`src/rtl/burst_seq_pkg.sv`:
```
package burst_seq_pkg;
  typedef enum logic {
    ORDER_LINEAR      = 1'b0,
    ORDER_INTERLEAVED = 1'b1
  } order_e;
endpackage

```
`src/rtl/burst_cmd_dec.sv`:
```
module burst_cmd_dec (
  input  logic ce_n_i,
  input  logic proc_strobe_n_i,
  input  logic ctrl_strobe_n_i,
  input  logic adv_n_i,
  output logic load_o,
  output logic step_o
);
  logic proc_ok;

  // processor strobe is masked while the chip is deselected
  assign proc_ok = ~proc_strobe_n_i & ~ce_n_i;
  assign load_o  = ~ctrl_strobe_n_i | proc_ok;
  assign step_o  = ctrl_strobe_n_i & proc_strobe_n_i & ~adv_n_i;
endmodule

```
`src/rtl/burst_addr_reg.sv`:
```
module burst_addr_reg #(
  parameter int ADDR_W = 17
) (
  input  logic              clk_i,
  input  logic              rst_ni,
  input  logic              load_i,
  input  logic [ADDR_W-1:0] addr_i,
  output logic [ADDR_W-1:0] base_o
);
  logic [ADDR_W-1:0] base_q;

  always_ff @(posedge clk_i or negedge rst_ni) begin
    if (!rst_ni)     base_q <= '0;
    else if (load_i) base_q <= addr_i;
  end

  assign base_o = base_q;

  a_r4_base_held: assert property (@(posedge clk_i) disable iff (!rst_ni)
    !load_i |=> $stable(base_q));
endmodule

```
`src/rtl/burst_beat_cnt.sv`:
```
module burst_beat_cnt #(
  parameter int BEAT_W = 2
) (
  input  logic              clk_i,
  input  logic              rst_ni,
  input  logic              load_i,
  input  logic              step_i,
  output logic [BEAT_W-1:0] beat_o
);
  logic [BEAT_W-1:0] beat_q;

  always_ff @(posedge clk_i or negedge rst_ni) begin
    if (!rst_ni)      beat_q <= '0;
    else if (load_i)  beat_q <= '0;
    else if (step_i)  beat_q <= beat_q + 1'b1;  // wraps, no end of burst
  end

  assign beat_o = beat_q;

  a_r11_load_clears: assert property (@(posedge clk_i) disable iff (!rst_ni)
    load_i |=> beat_q == '0);
  a_r5_step_incr: assert property (@(posedge clk_i) disable iff (!rst_ni)
    (step_i && !load_i) |=> beat_q == BEAT_W'($past(beat_q) + 1'b1));
  a_r6_suspend_hold: assert property (@(posedge clk_i) disable iff (!rst_ni)
    (!step_i && !load_i) |=> $stable(beat_q));
endmodule

```
`src/rtl/burst_order_gen.sv`:
```
module burst_order_gen #(
  parameter int BEAT_W = 2
) (
  input  burst_seq_pkg::order_e order_i,
  input  logic [BEAT_W-1:0]     start_i,
  input  logic [BEAT_W-1:0]     beat_i,
  output logic [BEAT_W-1:0]     low_o
);
  logic [BEAT_W-1:0] lin_low;
  logic [BEAT_W-1:0] ilv_low;

  assign lin_low = start_i + beat_i;
  assign ilv_low = start_i ^ beat_i;
  assign low_o   = (order_i == burst_seq_pkg::ORDER_INTERLEAVED) ? ilv_low : lin_low;
endmodule

```
`src/rtl/burst_seq.sv`:
```
module burst_seq #(
  parameter int ADDR_W = 17,
  parameter int BEAT_W = 2
) (
  input  logic              clk_i,
  input  logic              rst_ni,
  input  logic              mode_i,
  input  logic              ce_n_i,
  input  logic              proc_strobe_n_i,
  input  logic              ctrl_strobe_n_i,
  input  logic              adv_n_i,
  input  logic [ADDR_W-1:0] addr_i,
  output logic [ADDR_W-1:0] addr_o,
  output logic [BEAT_W-1:0] beat_o
);
  localparam int HI_W = ADDR_W - BEAT_W;

  logic              load, step;
  logic [ADDR_W-1:0] base;
  logic [BEAT_W-1:0] beat;
  logic [BEAT_W-1:0] low;
  burst_seq_pkg::order_e order;

  assign order = burst_seq_pkg::order_e'(mode_i);

  burst_cmd_dec u_dec (
    .ce_n_i          (ce_n_i),
    .proc_strobe_n_i (proc_strobe_n_i),
    .ctrl_strobe_n_i (ctrl_strobe_n_i),
    .adv_n_i         (adv_n_i),
    .load_o          (load),
    .step_o          (step)
  );

  burst_addr_reg #(.ADDR_W(ADDR_W)) u_areg (
    .clk_i  (clk_i),
    .rst_ni (rst_ni),
    .load_i (load),
    .addr_i (addr_i),
    .base_o (base)
  );

  burst_beat_cnt #(.BEAT_W(BEAT_W)) u_cnt (
    .clk_i  (clk_i),
    .rst_ni (rst_ni),
    .load_i (load),
    .step_i (step),
    .beat_o (beat)
  );

  burst_order_gen #(.BEAT_W(BEAT_W)) u_ord (
    .order_i (order),
    .start_i (base[BEAT_W-1:0]),
    .beat_i  (beat),
    .low_o   (low)
  );

  assign addr_o = {base[ADDR_W-1:BEAT_W], low};
  assign beat_o = beat;

  a_r2_ctrl_load: assert property (@(posedge clk_i) disable iff (!rst_ni)
    !ctrl_strobe_n_i |=> (addr_o == $past(addr_i)) && (beat_o == '0));
  a_r3_proc_load: assert property (@(posedge clk_i) disable iff (!rst_ni)
    (!proc_strobe_n_i && !ce_n_i) |=> (addr_o == $past(addr_i)) && (beat_o == '0));
  a_r4_proc_masked: assert property (@(posedge clk_i) disable iff (!rst_ni)
    (ctrl_strobe_n_i && !proc_strobe_n_i && ce_n_i) |=> $stable(beat_o));
  a_r9_upper_kept: assert property (@(posedge clk_i) disable iff (!rst_ni)
    !load |=> addr_o[ADDR_W-1:BEAT_W] == $past(addr_o[ADDR_W-1:BEAT_W]));
  a_r1_reset_zero: assert property (@(posedge clk_i)
    !rst_ni |-> (addr_o == '0) && (beat_o == '0));

  initial begin
    assert (HI_W > 0);
  end
endmodule

```
`config.mk`:
```
export PLATFORM = sky130hd
export DESIGN_NAME = burst_seq
export DESIGN_NICKNAME = d
export VERILOG_FILES = /design/src/rtl/burst_seq_pkg.sv /design/src/rtl/burst_cmd_dec.sv /design/src/rtl/burst_addr_reg.sv /design/src/rtl/burst_beat_cnt.sv /design/src/rtl/burst_order_gen.sv /design/src/rtl/burst_seq.sv
export SDC_FILE = /design/constraint.sdc
export NUM_CORES = 1
export LEC_CHECK = 0
export BUFFER_PORTS_ARGS = -buffer_cell sky130_fd_sc_hd__buf_2
export CAP_MARGIN = 20
export CORE_MARGIN = 10
export CORE_UTILIZATION = 51
export CTS_BUF_LIST = sky130_fd_sc_hd__clkbuf_4 sky130_fd_sc_hd__clkbuf_8
export DETAILED_ROUTE_END_ITERATION = 7
export PLACE_DENSITY = 0.89
export SLEW_MARGIN = 20
export SYNTH_ARGS = -nofsm -noshare
export SYNTH_HDL_FRONTEND = slang
export SYNTH_SLANG_ARGS = --single-unit
```
`constraint.sdc`:
```
create_clock -name clk_i -period 2.22 [get_ports clk_i]
set_input_delay 0.111 -clock clk_i [delete_from_list [all_inputs] [get_ports clk_i]]
set_output_delay 0.111 -clock clk_i [all_outputs]
set_load 0.01 [all_outputs]
```
; ---- Word-level counts from Yosys, hierarchy flattened
; Index checks and enable logic that the tools add are counted.
[word_totals]
in_bits = 24
reg_bits = 19
word_cells = 17
[classes]
n_mux = 3
bitwise = 9
reduce_logical = 1
add_sub_neg = 2
[ops]
columns = operator, count
row1 = 2-bit two-way mux, 3
row2 = 1-bit inverter, 4
row3 = 1-bit AND, 3
row4 = 2-bit by 1-bit adder with 2-bit output (second input constant), 1
row5 = 2-bit adder, 1
row6 = 2-bit nonzero test, 1
row7 = 2-bit bitwise XOR, 1
row8 = 1-bit OR, 1

; ---- Depth between registers and ports, before layout
[logic_depth]
ltp_word = 4
ltp_mapped = 3
depth_no_buf = 3

; ---- Cells and area by module
; From an unflattened synthesis, not the netlist that was laid out.
[unflattened]
cells_unflattened = 49
hier_area_um2 = 824.5
[by_module_without_submodules]
columns = module, area_per_inst_um2, n_inst, seq_area_each_um2, cells_per_inst
row1 = burst_addr_reg, 685.7, 1, 425.4, 36
row2 = burst_beat_cnt, 88.8, 1, 50.0, 7
row3 = burst_order_gen, 36.3, 1, 0.0, 4
row4 = burst_cmd_dec, 13.8, 1, 0.0, 2

; ---- Worst setup path before layout
; No wires, ideal clock.
[synth_path]
path_type = reg-to-output
start = reg u_cnt.beat_q[0] (netlist: u_cnt.beat_o[0])
end = out addr_o[1]
path_stages_with_launch = 4
required_time_ns = 2.109
arrival_ns = 0.995
slack_ns = 1.114
path_cell_list = dfrtp_1 -> ha_1 -> nor2b_1 -> xnor2_1
[synth_via]
elab_chain_len = 2
[synth_rtl]
columns = item, line_no
row1 = from (decl), burst_beat_cnt.sv:10  ; logic [BEAT_W-1:0] beat_q;
row2 = from (signal assigned), burst_beat_cnt.sv:15  ; else if (step_i) beat_q <= beat_q + 1'b1;
row3 = 2-bit adder, burst_order_gen.sv:12  ; assign lin_low = start_i + beat_i;
row4 = 2-bit two-way mux, burst_order_gen.sv:14  ; assign low_o = (order_i == burst_seq_pkg::ORDER_INTERLEAVED) ? ilv_low : lin_low;
row5 = to (decl), burst_seq.sv:13  ; output logic [ADDR_W-1:0] addr_o,
; No other way between the ends.

; ---- Worst setup path in the final report
; Ends and elaborated chain as after synthesis.

==> run summary <==
- run status: finished clean
- number of max-slew violations in the final report: 0
- number of global-route vias before repair: 651
- period utilisation layout: 0.655
- leading cell type in the layout, fill and taps excluded: sky130_fd_sc_hd__buf_2
- gp weighted congestion: 0.755
- minimum clock period after layout: 1.45 ns
- switching fraction of total power: 0.265
- power dissipated by switching net loads: 0.000192 W
- worst setup margin: 0.766 ns
- clock tree from TritonCTS: done
- Routed Antenna Nets: 0
- worst slew slack as a fraction of its limit: 0.561
- Crit path required time: 2.11 ns
- proportion of power drawn by combinational gates: 0.216
- Tightest Hold Check Type: input pin to register
- startpoint of the worst register-to-register path: u_cnt.beat_o[0]
- placed wire-length estimate after detailed placement: 1510 um
- Remaining DRCs: 0
- area of the core: 1750 um^2
- Syn Inst Count: 67
- Crit Path Max Fanout: 6
- initial antenna violation count: 0
- average wire length per cell after detail routing: 14.7 um
- Die ar.: 4000 um^2
- first-pass GRT wire length: 3010 um
- total routing usage reported by global routing: 0.0931
- floorplan die height: 63.2 um
- max-capacitance violation count: 0
- min-delay src: addr_i[15]
- internal power: 0.000533 W
- # resized after CTS: 0
- clock insertion delay at the later pin of the skew report: 0.30 ns
- maximum resistive drop on vdd: 0.321 mV
- Setup Skew: 0.00735 ns
- critical path type: register to primary output
- number of library cell types mapped by synthesis: 17
- CTS Sinks: 19
- quantity of I/O buffers inserted on ports: 42
- root buffer cell: sky130_fd_sc_hd__clkbuf_4
- number of synthesis warnings: 0
- number of nets in the finished design: 124
- proportion of power drawn by the clock network: 0.237
- DR vias: 583
- fraction of the yosys area taken by sequential cells: 0.499
- number of cells traversed by the worst hold path: 2
- Pwr per Cell Area: 660 nW/um^2
- I/O pins: 43
- DR pass1 iterations: 4
- Pwr Total: 0.000725 W
- RSZ-0062 raised after global routing: false
- crit path launch: u_cnt.beat_o[0]
- pin slew with the least headroom to its limit: 0.656 ns
- Antenna diodes: 0
- total CTS buffers: 3
- setup slack at placement: 0.872 ns
- Critical Path AT: 1.34 ns
- startpoint class of the critical path: register
- maximum clock insertion buffer count: 2
- Avg Cell Area, Syn: 14.2 um^2
- critical path endpoint category: primary output
- Achievable Freq: 688 MHz
- overflow left after global routing: 0
- worst hold path endpoint: u_areg.base_o[15]
- Rows: 15
- leakage power: 0.567 nW
- drt initial violations: 8
- clock edge transition at the registers on the reported setup and hold paths: 0.11 ns
- number of H-tree levels: 1
- largest net degree at the start of global routing: 20
- drt total wl: 1810 um
- Post-CTS Setup Repair Bufs: 0
- worst reg2reg path depth: 3
- most frequent cells in the layout: sky130_fd_sc_hd__buf_2, sky130_fd_sc_hd__dfrtp_1, sky130_fd_sc_hd__mux2_4, sky130_fd_sc_hd__mux2_2, sky130_fd_sc_hd__clkbuf_4
- reg-to-reg endpoint: u_cnt.beat_o[1]
- syn_nets: 92
- WHS: 0.0306 ns
- layout cell share with drive strength beyond 1: 0.653
- synth-to-layout area growth: 15.4%
- power share of the sequential group: 0.547
- starting density of the core: 0.546
- final hold vios: 0
- Via-to-Cell Ratio: 4.74
- Yosys reg bits: 19
- combined area of all synthesized cells: 952 um^2
- setup-violating endpoint count in the final report: 0
- reg-to-reg setup timing slack: 1.37 ns
- Setup TNS Final: 0 ns
- Chip Width: 63.2 um
-- layer usage --
metal,routed length [um],global-route usage
met1,638,0.0879
met4,46,0.0492
met2,925,0.160
met3,205,0.0495
met5,0,0
-- worst max-delay path by stage --
stage,to,slack (ns),cells past startpoint
floorplan,addr_o[1],1.11,3
global placement,u_areg.base_o[10],0.92,3
detailed placement,u_areg.base_o[6],0.87,3
CTS,addr_o[1],0.74,4
global route,addr_o[1],0.69,4
finish,addr_o[1],0.77,4
-- cell families (layout without fill, tap and decap cells) --
group                      count (synthesis)  in the layout  synth area share
AOI/OAI and AO/OA                          4              4            0.0342
muxes                                     18             18             0.251
buffers and inverters                     17             48             0.143
adders and majority gates                  1              1            0.0131
xor gates and xnor gates                   2              2            0.0184
DFF                                       19             19             0.499
and+or+nand+nor                            6              6            0.0407
-- cell usage after synthesis --
master                     instances  area share
sky130_fd_sc_hd__nor2b_1           2       0.013
sky130_fd_sc_hd__nand3_1           1      0.0053
sky130_fd_sc_hd__mux2_4           10        0.16
sky130_fd_sc_hd__o21ai_0           1      0.0053
sky130_fd_sc_hd__a31oi_1           1      0.0066
sky130_fd_sc_hd__mux2i_1           1       0.011
sky130_fd_sc_hd__dfrtp_1          19        0.50
sky130_fd_sc_hd__xnor2_1           2       0.018
sky130_fd_sc_hd__buf_4            15        0.12
sky130_fd_sc_hd__buf_12            1       0.021
sky130_fd_sc_hd__inv_1             1      0.0039
sky130_fd_sc_hd__mux2_2            7       0.083
sky130_fd_sc_hd__nand3b_1          2       0.016
sky130_fd_sc_hd__o21ai_4           1       0.017
sky130_fd_sc_hd__a21oi_1           1      0.0053
sky130_fd_sc_hd__ha_1              1       0.013
sky130_fd_sc_hd__nand2b_1          1      0.0066
-- sequential cells by signal, summed over array words and instances (netlist names) --
name / cells
u_cnt.beat_o: 2
u_areg.base_o: 17
-- final cells by class --
type / instances / area [um^2]
fill: 140 / 647
sequential: 19 / 475
multi-input combinational: 31 / 340
timing repair buffer: 43 / 220
tap: 25 / 31.3
clock buffer: 3 / 22.5
clock inverter: 1 / 5.00
inverter: 1 / 3.75
-- power by group through the flow --
stage	clock network, W	registers [W]	logic, W
4_1_cts	0.000180	0.000397	0.000162
3_3_place_gp	0	0.000402	0.000156
3_5_place_dp	0	0.000404	0.000160
6_report	0.000172	0.000396	0.000157
5_1_grt	0.000193	0.000402	0.000172
2_1_floorplan	0	0.000401	0.000129
-- worst max-delay path, stage by stage, from the launching register on --
cell and delay (ns):
sky130_fd_sc_hd__dfrtp_1 0.43, sky130_fd_sc_hd__ha_1 0.21, sky130_fd_sc_hd__nor2b_1 0.13, sky130_fd_sc_hd__xnor2_1 0.12, sky130_fd_sc_hd__buf_2 0.15
-- stage by stage --
stage / area (um^2) / std cells / util
after floorplan: 952 / 67 / -
after global placement: 1060 / 118 / 0.608
after detailed placement: 1060 / 118 / 0.608
after CTS: 1100 / 123 / 0.629
after global routing: 1100 / 123 / 0.629
final: 1100 / 123 / 0.629
-- repair_timing --
item | in CTS | in global routing
endpoints found under the setup margin | 0 | 0
hold buffers | 1 | 0
endpoints found under the hold margin | 19 | 0
(Power assumes the default switching activity.)
